## config.mk

```make
export PLATFORM = sky130hd
export DESIGN_NAME = membar_window
export DESIGN_NICKNAME = d
export VERILOG_FILES = /design/src/rtl/membar_pkg.sv /design/src/rtl/membar_store.sv /design/src/rtl/membar_decode.sv /design/src/rtl/membar_window.sv
export SDC_FILE = /design/constraint.sdc
export NUM_CORES = 1
export LEC_CHECK = 0
export ABC_AREA = 1
export CAP_MARGIN = 30
export CORE_AREA = 2 2 72 74
export CTS_CLUSTER_DIAMETER = 60
export CTS_CLUSTER_SIZE = 10
export DETAILED_ROUTE_END_ITERATION = 16
export DIE_AREA = 0 0 74 76
export GPL_TIMING_DRIVEN = 1
export PLACE_DENSITY = 0.78
export RECOVER_POWER = 25
export SLEW_MARGIN = 30
export SYNTH_ARGS = -nofsm -noshare
export SYNTH_HDL_FRONTEND = slang
export SYNTH_SLANG_ARGS = --single-unit
export TNS_END_PERCENT = 5
```

## constraint.sdc

```tcl
create_clock -name clk -period 0.8 [get_ports clk]
set_input_delay 0.16 -clock clk [delete_from_list [all_inputs] [get_ports clk]]
set_output_delay 0.16 -clock clk [all_outputs]
set_load 0.1 [all_outputs]
```

## src/rtl/membar_pkg.sv

```systemverilog
package membar_pkg;

  localparam int unsigned WORD_W   = 32;
  localparam int unsigned MIN_LG   = 12;

  // Power-of-two window between 4 KB and 2 GB.
  function automatic bit size_ok(longint unsigned size);
    return (size >= 64'd4096) && (size <= 64'h8000_0000) &&
           ((size & (size - 64'd1)) == 64'd0);
  endfunction

  // Bits that hold the base address for a window of 2**lg bytes.
  function automatic logic [31:0] base_mask(int unsigned lg);
    return 32'hFFFF_FFFF << lg;
  endfunction

  // Expand per-byte enables into a per-bit mask.
  function automatic logic [31:0] lane_mask(logic [3:0] be);
    logic [31:0] m;
    for (int k = 0; k < 4; k++) begin
      m[8*k +: 8] = {8{be[k]}};
    end
    return m;
  endfunction

  // Merge write data into the held word under a per-bit mask.
  function automatic logic [31:0] merge(logic [31:0] held, logic [31:0] wdata,
                                        logic [31:0] m);
    return (held & ~m) | (wdata & m);
  endfunction

  // Readback view: base bits, zeros, fixed attribute bits.
  function automatic logic [31:0] readback(logic [31:0] word, int unsigned lg,
                                           logic [1:0] attr);
    return (word & base_mask(lg)) | {30'd0, attr};
  endfunction

  // Naturally aligned window: compare only the upper bits.
  function automatic logic window_match(logic [31:0] addr, logic [31:0] base,
                                        int unsigned lg);
    return ((addr ^ base) & base_mask(lg)) == 32'd0;
  endfunction

endpackage

```

## src/rtl/membar_store.sv

```systemverilog
module membar_store #(
  parameter int unsigned LG   = 18,
  parameter logic [1:0]  ATTR = 2'b00
) (
  input  logic        clk,
  input  logic        rst_n,
  input  logic        cfg_wr,
  input  logic [3:0]  cfg_be,
  input  logic [31:0] cfg_wdata,
  input  logic        dec_en,
  output logic [31:0] base_word,
  output logic        en_q,
  output logic [31:0] cfg_rdata
);
  localparam logic [31:0] WMASK = membar_pkg::base_mask(LG);

  logic [31:0] word_q;
  logic [31:0] upd_mask;

  // Only writable bits inside enabled lanes may change.
  assign upd_mask = membar_pkg::lane_mask(cfg_be) & WMASK;

  always_ff @(posedge clk) begin
    if (!rst_n) begin
      word_q <= '0;
      en_q   <= 1'b0;
    end else begin
      en_q <= dec_en;
      if (cfg_wr) begin
        word_q <= membar_pkg::merge(word_q, cfg_wdata, upd_mask);
      end
    end
  end

  assign base_word = word_q & WMASK;
  assign cfg_rdata = membar_pkg::readback(word_q, LG, ATTR);

endmodule

```

## src/rtl/membar_decode.sv

```systemverilog
module membar_decode #(
  parameter int unsigned LG = 18
) (
  input  logic          clk,
  input  logic          rst_n,
  input  logic          req_valid,
  input  logic [31:0]   req_addr,
  input  logic [31:0]   base_word,
  input  logic          en,
  output logic          addr_match,
  output logic          hit_q,
  output logic [LG-1:0] offset_q
);

  assign addr_match = membar_pkg::window_match(req_addr, base_word, LG);

  always_ff @(posedge clk) begin
    if (!rst_n) begin
      hit_q    <= 1'b0;
      offset_q <= '0;
    end else begin
      hit_q <= req_valid && en && addr_match;
      if (req_valid) begin
        offset_q <= req_addr[LG-1:0];
      end
    end
  end

endmodule

```

## src/rtl/membar_window.sv

```systemverilog
module membar_window #(
  parameter int unsigned SIZE = 262144,
  parameter logic [1:0]  ATTR = 2'b00,
  localparam int unsigned LOG2_SIZE = $clog2(SIZE)
) (
  input  logic                 clk,
  input  logic                 rst_n,
  input  logic                 cfg_wr,
  input  logic [3:0]           cfg_be,
  input  logic [31:0]          cfg_wdata,
  output logic [31:0]          cfg_rdata,
  input  logic                 dec_en,
  input  logic                 req_valid,
  input  logic [31:0]          req_addr,
  output logic                 hit,
  output logic [LOG2_SIZE-1:0] hit_offset
);

  if (!membar_pkg::size_ok(64'(SIZE))) begin : g_bad_size
    $error("membar_window: SIZE must be a power of two in 4096..2**31");
  end

  // Named internal events, visible to the bound checker.
  logic [31:0] base_word;
  logic        decode_live;
  logic        addr_match;

  membar_store #(
    .LG   (LOG2_SIZE),
    .ATTR (ATTR)
  ) u_store (
    .clk       (clk),
    .rst_n     (rst_n),
    .cfg_wr    (cfg_wr),
    .cfg_be    (cfg_be),
    .cfg_wdata (cfg_wdata),
    .dec_en    (dec_en),
    .base_word (base_word),
    .en_q      (decode_live),
    .cfg_rdata (cfg_rdata)
  );

  membar_decode #(
    .LG (LOG2_SIZE)
  ) u_decode (
    .clk        (clk),
    .rst_n      (rst_n),
    .req_valid  (req_valid),
    .req_addr   (req_addr),
    .base_word  (base_word),
    .en         (decode_live),
    .addr_match (addr_match),
    .hit_q      (hit),
    .offset_q   (hit_offset)
  );

endmodule

```

==> results_tabular.tex, run 1 <==
\begin{tabular}{lr}
\hline
Metric & Value \\
\hline
\multicolumn{2}{l}{\textbf{Critical path}} \\
\quad Critical path launch point type & register \\
\quad Critical Path AT & 0.91 ns \\
\quad Type of the worst setup path & reg2out \\
\quad Kind of end point of the critical path & output port \\
\quad Number of cells on the worst reg-to-reg path & 6 \\
\quad Data required, critical path & 0.64 ns \\
\quad Cell type group with the largest total delay on the critical path & flip-flops \\
\quad Setup slack on the worst flop-to-flop path & -0.22 ns \\
\quad Worst r2r dst & u\_decode.hit\_q\$\_SDFF\_PN0\_ \\
\quad Master of the slowest instance on the critical path & sky130\_fd\_sc\_hd\_\_dfxtp\_4 \\
\quad Number of buffer and inverter stages on the critical path & 2 \\
\quad Delay of the slowest critical-path stage & 0.35 ns \\
\quad Critical Path, Cell by Cell & buf\_6 > buf\_12 \\
\quad Crit path max fanout & 2 \\
\multicolumn{2}{l}{\textbf{Logic synthesis}} \\
\quad Sequential area share after synthesis & 45.5\% \\
\quad Ys Warns & 0 \\
\quad Syn Std Cell Area & 1500 um\^{}2 \\
\quad Synth area leader & sky130\_fd\_sc\_hd\_\_dfxtp\_1 \\
\quad Syn Area/Cell & 7.40 um\^{}2 \\
\quad Top area cells in the synthesized netlist & sky130\_fd\_sc\_hd\_\_dfxtp\_1, sky130\_fd\_sc\_hd\_\_nor2\_1, sky130\_fd\_sc\_hd\_\_o21ai\_0 \\
\quad Number of different library cells in the post-synthesis netlist & 18 \\
\quad Share of Yosys cell area claimed by the top area cell type & 45.5\% \\
\quad Flip-flop and latch count after synthesis & 34 \\
\quad Gate count of the mapped netlist & 202 \\
\multicolumn{2}{l}{\textbf{Pwr}} \\
\quad Switching share of power & 38.3\% \\
\quad Power density relative to cell area & 1840 nW/um\^{}2 \\
\quad Worst IR drop on VDD & 1230 uV \\
\quad Sequential share of power & between 30\% and 40\% \\
\quad Clock share of power & between 20\% and 30\% \\
\quad Share of power burned in combinational logic & 41.5\% \\
\quad Leakage power & between 1 and 1.5 nW \\
\quad P\_sw & 2.27 mW \\
\quad Cell internal power dissipation & 3.64 mW \\
\multicolumn{2}{l}{\textbf{Detailed routing}} \\
\quad Via Count & 1,623 \\
\quad Detailed Route Iter0 Violations & 39 \\
\quad Residual antenna-violating net count after detailed routing & 0 \\
\quad Detailed-route wire length & 4500 um \\
\quad 1st-pass router iterations & 5 \\
\quad Post-DR vias/cell & 4.14 \\
\quad Residual DRC count & 0 \\
\quad Routed wire per std cell & 11.5 um \\
\multicolumn{2}{l}{\textbf{Timing}} \\
\quad Finish-stage setup viols & 41 \\
\quad Min cycle time layout & $\sim$1.1 ns \\
\quad Maximum clock rate & 0.934 GHz \\
\quad Worst hold-check slack & between 0.3 and 0.4 ns \\
\quad Post-layout worst setup margin & -0.271 ns \\
\quad Total count of max-transition violations in the final report & 0 \\
\quad Number of hold violations in the final report & 0 \\
\quad Maximum clock skew at final layout & 0.000962 ns \\
\quad Crit share post-route & 134\% \\
\quad Setup repair after global routing missed its margin & yes \\
\multicolumn{2}{l}{\textbf{Floorplan}} \\
\quad Placement row count & 26 \\
\quad Floorplan die width & 74 um \\
\quad Die ar. & 5620 um\^{}2 \\
\quad Core region area & 4910 um\^{}2 \\
\quad IO Count & 124 \\
\quad Initial core utilization & 30.4\% \\
\quad Y dimension of the die & 76 um \\
\multicolumn{2}{l}{\textbf{Clocking}} \\
\quad Buffer depth of the longest clock path & 2 \\
\quad H-tree depth & 2 \\
\quad Source-to-sink clock delay at the later pin of the worst-skew pair & around 0.28 ns \\
\quad Clock sink total & 34 \\
\quad Root cell of the clock tree & sky130\_fd\_sc\_hd\_\_clkbuf\_8 \\
\quad CTS tree & yes \\
\quad Number of CTS-inserted buffers & 5 \\
\quad CTS clk-pin slew, worst paths & 0.07 ns \\
\multicolumn{2}{l}{\textbf{Job}} \\
\quad Max-capacitance violation count & 0 \\
\multicolumn{2}{l}{\textbf{Place}} \\
\quad Post-placement worst setup slack & -0.477 ns \\
\quad Routability congestion estimate & 0.772 \\
\quad Placed cell areas & approximately 2900 um\^{}2 \\
\quad IO buf count & 85 \\
\quad Instance count after placement with tap cells included & 368 \\
\quad HPWL after detailed placement & about 3400 um \\
\multicolumn{2}{l}{\textbf{Global route}} \\
\quad Number of global-route vias before repair & 1,622 \\
\quad Global-route wire length before repair & 7250 um \\
\quad Maximum number of pins on one net before global-route repair & 19 \\
\quad Global-route congestion overflow total & 0 \\
\quad Initial antenna violation count & 0 \\
\quad Global routing usage summed across all routing layers & 16.6\% \\
\multicolumn{2}{l}{\textbf{Outcome}} \\
\quad Run status & complete, but fails checks \\
\quad Violations in the final reports & negative setup slack \\
\multicolumn{2}{l}{\textbf{Worst hold path}} \\
\quad Min-Delay Startpoint & cfg\_be[2] \\
\quad Worst Hold Path Cells & 4 \\
\quad Hold crit path type & in2reg \\
\multicolumn{2}{l}{\textbf{Finish}} \\
\quad Layout net count & 394 \\
\quad Post-route insts no fill & 392 \\
\quad Synthesis-to-finish area growth & 115\% \\
\quad Number of antenna repair diodes & 0 \\
\quad Ratio of cells with drive above 1 in the final layout & approximately 37\% \\
\quad Final non-filler cell area & 3210 um\^{}2 \\
\hline
\end{tabular}
[Yosys cell counts, drive strengths merged]
library cell	instances
nor2	67
dfxtp	34
o21ai	33
buf	22
nand2	19
inv	10
xnor2	10
clkbuf	3
a21oi	2
conb	1
xor2	1
[power by group through the flow]
stage	logic (mW)	registers, mW	clock network, mW
6_report	2.45	1.90	1.56
5_1_grt	2.56	1.91	1.68
4_1_cts	2.42	1.90	1.62
3_5_place_dp	2.31	1.94	0
3_3_place_gp	2.29	1.93	0
2_1_floorplan	0.701	2.70	0
[placed cells by master, fill, tap and decap left out]
cell type,synthesis,routed
sky130_fd_sc_hd__inv_2,1,2
sky130_fd_sc_hd__nand2_2,1,1
sky130_fd_sc_hd__xnor2_2,0,3
sky130_fd_sc_hd__clkinv_2,0,2
sky130_fd_sc_hd__inv_4,0,1
sky130_fd_sc_hd__nand2_4,0,2
sky130_fd_sc_hd__clkbuf_8,0,5
sky130_fd_sc_hd__xor2_1,1,1
sky130_fd_sc_hd__o21ai_0,32,27
sky130_fd_sc_hd__dlymetal6s2s_1,0,2
sky130_fd_sc_hd__nor2_1,66,65
sky130_fd_sc_hd__o21ai_1,1,6
sky130_fd_sc_hd__nor2_2,1,2
sky130_fd_sc_hd__buf_4,19,16
sky130_fd_sc_hd__buf_6,1,18
sky130_fd_sc_hd__dfxtp_4,0,15
sky130_fd_sc_hd__nand2_1,18,16
sky130_fd_sc_hd__inv_1,9,7
sky130_fd_sc_hd__clkbuf_2,0,1
sky130_fd_sc_hd__dfxtp_2,0,18
sky130_fd_sc_hd__dfxtp_1,34,1
sky130_fd_sc_hd__bufinv_16,0,1
sky130_fd_sc_hd__xnor2_1,10,7
sky130_fd_sc_hd__dlygate4sd2_1,0,2
sky130_fd_sc_hd__clkdlybuf4s50_1,0,48
sky130_fd_sc_hd__buf_12,0,33
sky130_fd_sc_hd__a21oi_1,2,2
sky130_fd_sc_hd__conb_1,1,18
[logic make-up after synthesis]
kind of cell	Yosys count	share of synthesized area [%]
and+or+nand+nor	86	21.9
AOI/OAI and AO/OA	35	11.7
buffers and inverters	35	14.1
DFF	34	45.5
xor gates and xnor gates	11	6.44
other	1	0.251
[worst reg2reg max path, delay by kind of cell (launching register included)]
family	cells	cell delay (ns)
flip-flops	1	0.35
AND/OR/NAND/NOR	4	0.33
XOR/XNOR	1	0.15
buffers and inverters	1	0.13
[what timing repair did]
item,CTS,global route
setup buffers,15,1
pin swaps,1,9
setup endpoints to repair,66,51
endpoints found under the hold margin,0,0
hold buffers,0,0
gates resized for setup,23,15
[area by class of cell]
cell class	count	area, um^2
multi-input combinational	150	707
timing repair buffer	120	1510
tap	70	87.6
clock buffer	5	68.8
inverter	10	40.0
clock inverter	3	40.0
sequential	34	759
fill	396	1700
[routing by layer]
layer  vias up  share of wire (%)  global-route usage (%)
li1        834                  -                       -
met1       704                 38                    17.4
met2        77                 50                    28.5
met3         8                 10                    7.80
met4         0                1.6                    5.45
met5         -                  0                       0
[per-stage QoR]
| step | setup TNS, ns | utilization (%) | total power [mW] |
|---|---|---|---|
| 4_1_cts | -8.09 | 64.4 | 5.94 |
| 5_1_grt | -8.84 | 65.4 | 6.16 |
| 6_report | -7.30 | 65.4 | 5.91 |
| 3_3_place_gp | -13.66 | 58.5 | 4.22 |
| 3_5_place_dp | -14.66 | 58.5 | 4.25 |
| 2_1_floorplan | -2.26 | - | 3.40 |
[worst max-delay path by stage]
stage	slack [ns]	endpoint	depth (start not counted)	from
floorplan	-0.20	u_decode.hit_q$_SDFF_PN0_	5	register
global placement	-0.46	register	5	cfg_wr
detailed placement	-0.48	register	5	cfg_wr
CTS	-0.28	cfg_rdata[19]	2	register
global route	-0.31	u_decode.hit_q$_SDFF_PN0_	6	register
finish	-0.27	cfg_rdata[25]	2	register
Power figures use the tool's default switching activity.
==> run 2: changes to the inputs <==
--- a/config.mk
+++ b/config.mk
@@ -7,13 +7,13 @@
 export LEC_CHECK = 0
 export ABC_AREA = 1
 export CAP_MARGIN = 30
-export CORE_AREA = 2 2 72 74
+export CORE_AREA = 2 2 74 76
 export CTS_CLUSTER_DIAMETER = 60
 export CTS_CLUSTER_SIZE = 10
 export DETAILED_ROUTE_END_ITERATION = 16
-export DIE_AREA = 0 0 74 76
+export DIE_AREA = 0 0 76 78
 export GPL_TIMING_DRIVEN = 1
-export PLACE_DENSITY = 0.78
+export PLACE_DENSITY = 0.74
 export RECOVER_POWER = 25
 export SLEW_MARGIN = 30
 export SYNTH_ARGS = -nofsm -noshare
==> results_tabular.tex, run 2 (synthesis gave the netlist of run 1 again) <==
\begin{tabular}{lr}
\hline
Metric & Value \\
\hline
\multicolumn{2}{l}{\textbf{Outcome}} \\
\quad Run status & complete, but fails checks \\
\quad Violations in the final reports & negative setup slack \\
\multicolumn{2}{l}{\textbf{Detailed routing}} \\
\quad Residual DRC count & 0 (unchanged) \\
\quad 1st-pass router iterations & 4 (-1) \\
\quad Post-DR vias/cell & 4.11 (-0.62\%) \\
\quad Via Count & 1,617 (-0.37\%) \\
\quad Residual antenna-violating net count after detailed routing & 0 (unchanged) \\
\quad Routed wire per std cell & 11.6 um (+0.90\%) \\
\quad Detailed Route Iter0 Violations & 51 (+31\%) \\
\quad Detailed-route wire length & 4550 um (+1.2\%) \\
\multicolumn{2}{l}{\textbf{Place}} \\
\quad Post-placement worst setup slack & -0.503 ns (-0.0262 ns) \\
\quad Instance count after placement with tap cells included & 369 (+0.27\%) \\
\quad Routability congestion estimate & 0.712 (-7.8\%) \\
\quad HPWL after detailed placement & 3330 um (-1.5\%) \\
\quad IO buf count & 85 (unchanged) \\
\multicolumn{2}{l}{\textbf{Finish}} \\
\quad Number of antenna repair diodes & 0 (unchanged) \\
\quad Post-route insts no fill & 393 (+0.26\%) \\
\quad Multi-input combinational cell area & 739 um\^{}2 (+4.6\%) \\
\quad Layout net count & 395 (+0.25\%) \\
\quad Ratio of cells with drive above 1 in the final layout & 39.0\% (+1.7 points) \\
\quad Fill cell count & 431 (+8.8\%) \\
\quad Synthesis-to-finish area growth & 115\% \\
\quad Reg area & 759 um\^{}2 (unchanged) \\
\quad Commonest non-fill, non-tap cell in the layout & sky130\_fd\_sc\_hd\_\_nor2\_1 \\
\quad Leading cell types in the layout, fill and taps excluded & sky130\_fd\_sc\_hd\_\_nor2\_1, sky130\_fd\_sc\_hd\_\_clkdlybuf4s50\_1, sky130\_fd\_sc\_hd\_\_buf\_12 \\
\multicolumn{2}{l}{\textbf{Worst hold path}} \\
\quad Hold crit path type & in2reg \\
\multicolumn{2}{l}{\textbf{Global route}} \\
\quad Global routing usage summed across all routing layers & 15.4\% (-1.2 points) \\
\quad Global-route congestion overflow total & 0 (unchanged) \\
\quad Maximum number of pins on one net before global-route repair & 20 (+1) \\
\quad Number of global-route vias before repair & 1,586 (-2.2\%) \\
\quad Global-route wire length before repair & 7340 um (+1.2\%) \\
\quad Initial antenna violation count & 0 (unchanged) \\
\multicolumn{2}{l}{\textbf{Floorplan}} \\
\quad Placement row count & 26 (unchanged) \\
\quad Initial core utilization & 29.7\% (-0.79 points) \\
\quad Die ar. & 5930 um\^{}2 (+5.4\%) \\
\quad IO Count & 124 (unchanged) \\
\quad Y dimension of the die & 78 um (+2.6\%) \\
\quad Core region area & 5040 um\^{}2 (+2.6\%) \\
\quad Floorplan die width & 76 um (+2.7\%) \\
\multicolumn{2}{l}{\textbf{Clocking}} \\
\quad H-tree depth & 2 (unchanged) \\
\quad Source-to-sink clock delay at the later pin of the worst-skew pair & 0.28 ns (about the same) \\
\quad CTS tree & yes \\
\quad Clock sink total & 34 (unchanged) \\
\quad Number of CTS-inserted buffers & 5 (unchanged) \\
\quad CTS clk-pin slew, worst paths & 0.07 ns (about the same) \\
\quad Buffer depth of the longest clock path & 2 (unchanged) \\
\quad Root cell of the clock tree & sky130\_fd\_sc\_hd\_\_clkbuf\_8 \\
\multicolumn{2}{l}{\textbf{Critical path}} \\
\quad Kind of end point of the critical path & output port \\
\quad Crit path max fanout & 2 (unchanged) \\
\quad Data required, critical path & 0.64 ns (about the same) \\
\quad Critical path launch point type & register \\
\quad Type of the worst setup path & reg2out \\
\quad Critical Path AT & 0.90 ns (about the same) \\
\multicolumn{2}{l}{\textbf{Timing}} \\
\quad Crit share post-route & 132\% (-1.4 points) \\
\quad Maximum clock skew at final layout & 0.00541 ns (+0.00444 ns) \\
\quad Worst hold-check slack & 0.335 ns (+0.0334 ns) \\
\quad Finish-stage setup viols & 43 (+4.9\%) \\
\quad Min cycle time layout & 1.06 ns (-0.0112 ns) \\
\quad Setup repair after global routing missed its margin & yes \\
\quad Post-layout worst setup margin & -0.260 ns (+0.0112 ns) \\
\quad Number of hold violations in the final report & 0 (unchanged) \\
\quad Maximum clock rate & 0.944 GHz (+1.1\%) \\
\quad Total count of max-transition violations in the final report & 0 (unchanged) \\
\multicolumn{2}{l}{\textbf{Pwr}} \\
\quad Worst IR drop on VDD & 1100 uV (-10\%) \\
\quad Leakage power & 1.43 nW (+0.29\%) \\
\quad Power density relative to cell area & 1750 nW/um\^{}2 (-4.7\%) \\
\multicolumn{2}{l}{\textbf{Job}} \\
\quad Max-capacitance violation count & 0 (unchanged) \\
\hline
\end{tabular}
[run 2: changes by cell type in the layout (fill, tap and decap cells not counted), sizes merged]
cell          change
clkinv            -1
dlygate4sd2       +1
dlymetal6s2s      -1
buf               +1
clkbuf            +2
bufinv            -1
[run 2: final cells by class]
type                            instances  area share (%)
Clock buffer                            7            2.68
Clock inverter                          1           0.155
Inverter                               10            1.24
Multi-Input combinational cell        150            23.0
Sequential cell                        34            23.6
Tap cell                               70            2.72
Timing Repair Buffer                  121            46.7
[run 2: per-stage QoR]
step	cell area (um^2)	power, mW	setup TNS [ns]	utilization (%)
after floorplan	1640	3.40	-2.26	-
after global placement	2880	4.23	-13.95	57.2
after detailed placement	2880	4.24	-14.65	57.2
after CTS	3140	5.65	-7.56	62.4
after global routing	3220	5.90	-8.87	63.9
final	3220	5.65	-7.08	63.9
[run 2: final timing paths]
| path | endpoint | slack, ns | start | cells past startpoint |
|---|---|---|---|---|
| worst max register to register | u_decode.hit_q$_SDFF_PN0_ | -0.22 | register | 6 |
| worst min register to register | u_decode.offset_q[3]$_SDFFE_PN0P_ | 0.53 | u_decode.offset_q[3]$_SDFFE_PN0P_ | 2 |
| worst max-delay path | cfg_rdata[21] | -0.26 | register | 2 |
| worst min-delay path | register | 0.33 | cfg_be[2] | 4 |
[run 2: repair_timing]
action | CTS | global route
pin swaps | 1 | 13
hold buffers | 0 | 0
resized for setup | 26 | 16
hold endpoints to repair | 0 | 0
buffers inserted | 14 | 2
endpoints found under the setup margin | 66 | 48
[run 2: power by group]
part | internal [mW] | leakage [nW] | switching (mW)
Clock | 0.694 | 0.0482 | 0.586
Sequential | 1.80 | 0.297 | 0.0970
Combinational | 0.936 | 1.09 | 1.53
[run 2: critical path, cell delays in order (launching register included)]
cell and delay (ns):
sky130_fd_sc_hd__dfxtp_4 0.35, sky130_fd_sc_hd__buf_6 0.12, sky130_fd_sc_hd__buf_12 0.15
[run 2: layer usage]
| metal | vias to the layer above | share of wire [%] | track usage, % |
|---|---|---|---|
| li1 | 833 | - | - |
| met1 | 712 | 38 | 16.9 |
| met2 | 65 | 52 | 26.9 |
| met3 | 7 | 8.6 | 6.98 |
| met4 | 0 | 1.1 | 4.36 |
| met5 | - | 0 | 0 |
==> run 3: changes to the inputs <==
--- a/config.mk
+++ b/config.mk
@@ -7,11 +7,11 @@
 export LEC_CHECK = 0
 export ABC_AREA = 1
 export CAP_MARGIN = 30
-export CORE_AREA = 2 2 74 76
+export CORE_AREA = 3 3 75 77
 export CTS_CLUSTER_DIAMETER = 60
 export CTS_CLUSTER_SIZE = 10
 export DETAILED_ROUTE_END_ITERATION = 16
-export DIE_AREA = 0 0 76 78
+export DIE_AREA = 0 0 78 80
 export GPL_TIMING_DRIVEN = 1
 export PLACE_DENSITY = 0.74
 export RECOVER_POWER = 25
==> constraint.sdc (replaced) <==
create_clock -name clk -period 1.3 [get_ports clk]
set_input_delay 0.26 -clock clk [delete_from_list [all_inputs] [get_ports clk]]
set_output_delay 0.26 -clock clk [all_outputs]
set_load 0.1 [all_outputs]
==> results_tabular.tex, run 3 (synthesis gave the netlist of run 1 again) <==
\begin{tabular}{lr}
\hline
Metric & Value \\
\hline
\multicolumn{2}{l}{\textbf{Finish}} \\
\quad Fill cell count & 466 (+8.1\%) \\
\quad Layout net count & 366 (-7.3\%) \\
\quad Ratio of cells with drive above 1 in the final layout & 22.1\% (-17 points) \\
\quad Post-route insts no fill & 364 (-7.4\%) \\
\quad Number of antenna repair diodes & 0 (unchanged) \\
\quad Commonest non-fill, non-tap cell in the layout & sky130\_fd\_sc\_hd\_\_nor2\_1 \\
\quad Post-Route Utilization & 55.8\% (-8.1 points) \\
\quad Synthesis-to-finish area growth & 89.4\% \\
\quad Final non-filler cell area & 2830 um\^{}2 (-12\%) \\
\quad Leading cell types in the layout, fill and taps excluded & sky130\_fd\_sc\_hd\_\_nor2\_1, sky130\_fd\_sc\_hd\_\_clkdlybuf4s50\_1, sky130\_fd\_sc\_hd\_\_buf\_12 \\
\multicolumn{2}{l}{\textbf{Timing}} \\
\quad Number of hold violations in the final report & 0 (unchanged) \\
\quad Maximum clock rate & between 0.8 and 0.9 GHz \\
\quad Crit share post-route & 88.4\% \\
\quad Min cycle time layout & around 1.1 ns \\
\quad Total count of max-transition violations in the final report & 0 (unchanged) \\
\quad Finish-stage setup viols & 0 (-100\%) \\
\quad Maximum clock skew at final layout & 0.00214 ns (-0.00326 ns) \\
\quad Post-layout worst setup margin & 0.150 ns (+0.410 ns) \\
\quad Worst hold-check slack & 0.496 ns (+0.161 ns) \\
\quad Setup repair after global routing missed its margin & no \\
\quad Aggregate negative setup slack & 0 ns (+7.08 ns) \\
\multicolumn{2}{l}{\textbf{Clocking}} \\
\quad Count of hold buffers inserted by post-cts repair & 0 (unchanged) \\
\quad Clock sink total & 34 (unchanged) \\
\quad Buffer depth of the longest clock path & 2 (unchanged) \\
\quad CTS tree & yes \\
\quad Post-cts sizing count & 0 (-100\%) \\
\quad Source-to-sink clock delay at the later pin of the worst-skew pair & 0.28 ns (about the same) \\
\quad Number of buffers inserted to repair setup after CTS & 0 (-14) \\
\quad CTS clk-pin slew, worst paths & 0.07 ns (about the same) \\
\quad Number of CTS-inserted buffers & 5 (unchanged) \\
\quad Root cell of the clock tree & sky130\_fd\_sc\_hd\_\_clkbuf\_8 \\
\quad H-tree depth & 2 (unchanged) \\
\multicolumn{2}{l}{\textbf{Detailed routing}} \\
\quad Via Count & 1,506 (-6.9\%) \\
\quad Detailed Route Iter0 Violations & 78 (+53\%) \\
\quad 1st-pass router iterations & 4 (unchanged) \\
\quad Residual antenna-violating net count after detailed routing & 0 (unchanged) \\
\quad Routed wire per std cell & 11.7 um (+1.2\%) \\
\quad Post-DR vias/cell & 4.14 (+0.56\%) \\
\quad Detailed-route wire length & 4260 um (-6.3\%) \\
\quad Residual DRC count & 0 (unchanged) \\
\multicolumn{2}{l}{\textbf{Place}} \\
\quad Instance count after placement with tap cells included & 356 (-3.5\%) \\
\quad Post-placement worst setup slack & -0.107 ns (+0.396 ns) \\
\quad Placed cell areas & 2720 um\^{}2 (-5.5\%) \\
\quad Routability congestion estimate & 0.685 (-3.8\%) \\
\quad IO buf count & 85 (unchanged) \\
\quad HPWL after detailed placement & 3490 um (+4.8\%) \\
\multicolumn{2}{l}{\textbf{Floorplan}} \\
\quad Floorplan die width & 78 um (+2.6\%) \\
\quad Initial core utilization & 29.5\% (-0.19 points) \\
\quad Die ar. & 6240 um\^{}2 (+5.3\%) \\
\quad IO Count & 124 (unchanged) \\
\quad Y dimension of the die & 80 um (+2.6\%) \\
\quad Core region area & 5070 um\^{}2 (+0.65\%) \\
\quad Placement row count & 26 (unchanged) \\
\multicolumn{2}{l}{\textbf{Pwr}} \\
\quad Power density relative to cell area & 1220 nW/um\^{}2 (-30\%) \\
\quad Leakage power & 1.21 nW (-15\%) \\
\quad Worst IR drop on VDD & 707 uV (-36\%) \\
\quad Power, Total & 3.46 mW (-39\%) \\
\multicolumn{2}{l}{\textbf{Critical path}} \\
\quad Critical path launch point type & input port \\
\quad Critical Path AT & 1.37 ns (+0.47 ns) \\
\quad Type of the worst setup path & in2reg \\
\quad Kind of end point of the critical path & register \\
\quad Setup slack on the worst flop-to-flop path & 0.38 ns (+0.60 ns) \\
\quad Data required, critical path & 1.52 ns (+0.88 ns) \\
\quad Crit path max fanout & 19 (+17) \\
\multicolumn{2}{l}{\textbf{Global route}} \\
\quad Global routing usage summed across all routing layers & 13.6\% (-1.8 points) \\
\quad Maximum number of pins on one net before global-route repair & 20 (unchanged) \\
\quad Initial antenna violation count & 0 (unchanged) \\
\quad Number of global-route vias before repair & 1,460 (-7.9\%) \\
\quad Global-route congestion overflow total & 0 (unchanged) \\
\quad Global-route wire length before repair & 6710 um (-8.7\%) \\
\multicolumn{2}{l}{\textbf{Outcome}} \\
\quad Run status & finished clean \\
\multicolumn{2}{l}{\textbf{Job}} \\
\quad Max-capacitance violation count & 0 (unchanged) \\
\multicolumn{2}{l}{\textbf{Worst hold path}} \\
\quad Hold crit path type & reg2reg \\
\hline
\end{tabular}
## run 3: cell types whose count changed in the layout (fill, tap and decap cells not counted), sizes merged
cell,before,now
buf,68,39
clkdlybuf4s50,48,52
dlygate4sd2,3,0
clkbuf,8,9
clkinv,1,0
dlymetal6s2s,1,0
## run 3: area by class of cell
type | count | area [um^2] | share of cell area (%)
Timing Repair Buffer | 92 | 1230 | 43.5
Multi-Input combinational cell | 150 | 667 | 23.6
Sequential cell | 34 | 698 | 24.7
Inverter | 10 | 37.5 | 1.33
Tap cell | 70 | 87.6 | 3.09
Clock buffer | 8 | 110 | 3.89
## run 3: critical path, cell delays in order
cell                              delay, ns
sky130_fd_sc_hd__clkdlybuf4s50_1       0.53
sky130_fd_sc_hd__clkbuf_2              0.32
sky130_fd_sc_hd__o21ai_0               0.14
sky130_fd_sc_hd__nor2_1                0.11
## run 3: power breakdown
group / switching (mW) / internal [mW]
combinational: 0.883 / 0.469
sequential: 0.0814 / 1.12
clock: 0.374 / 0.535
## run 3: final timing paths
kind,to,depth (start not counted),from
max,u_decode.offset_q[3]$_SDFFE_PN0P_,4,rst_n
min,register,2,register
max reg2reg,u_decode.hit_q$_SDFF_PN0_,5,register
min reg2reg,register,2,register
## run 3: layer usage
| layer | global-route usage [%] | up-vias | wire length, um |
|---|---|---|---|
| li1 | - | 768 | - |
| met3 | 6.32 | 4 | 462 |
| met5 | 0 | - | 0 |
| met1 | 14.4 | 656 | 1670 |
| met2 | 24.4 | 78 | 2110 |
| met4 | 3.67 | 0 | 24 |
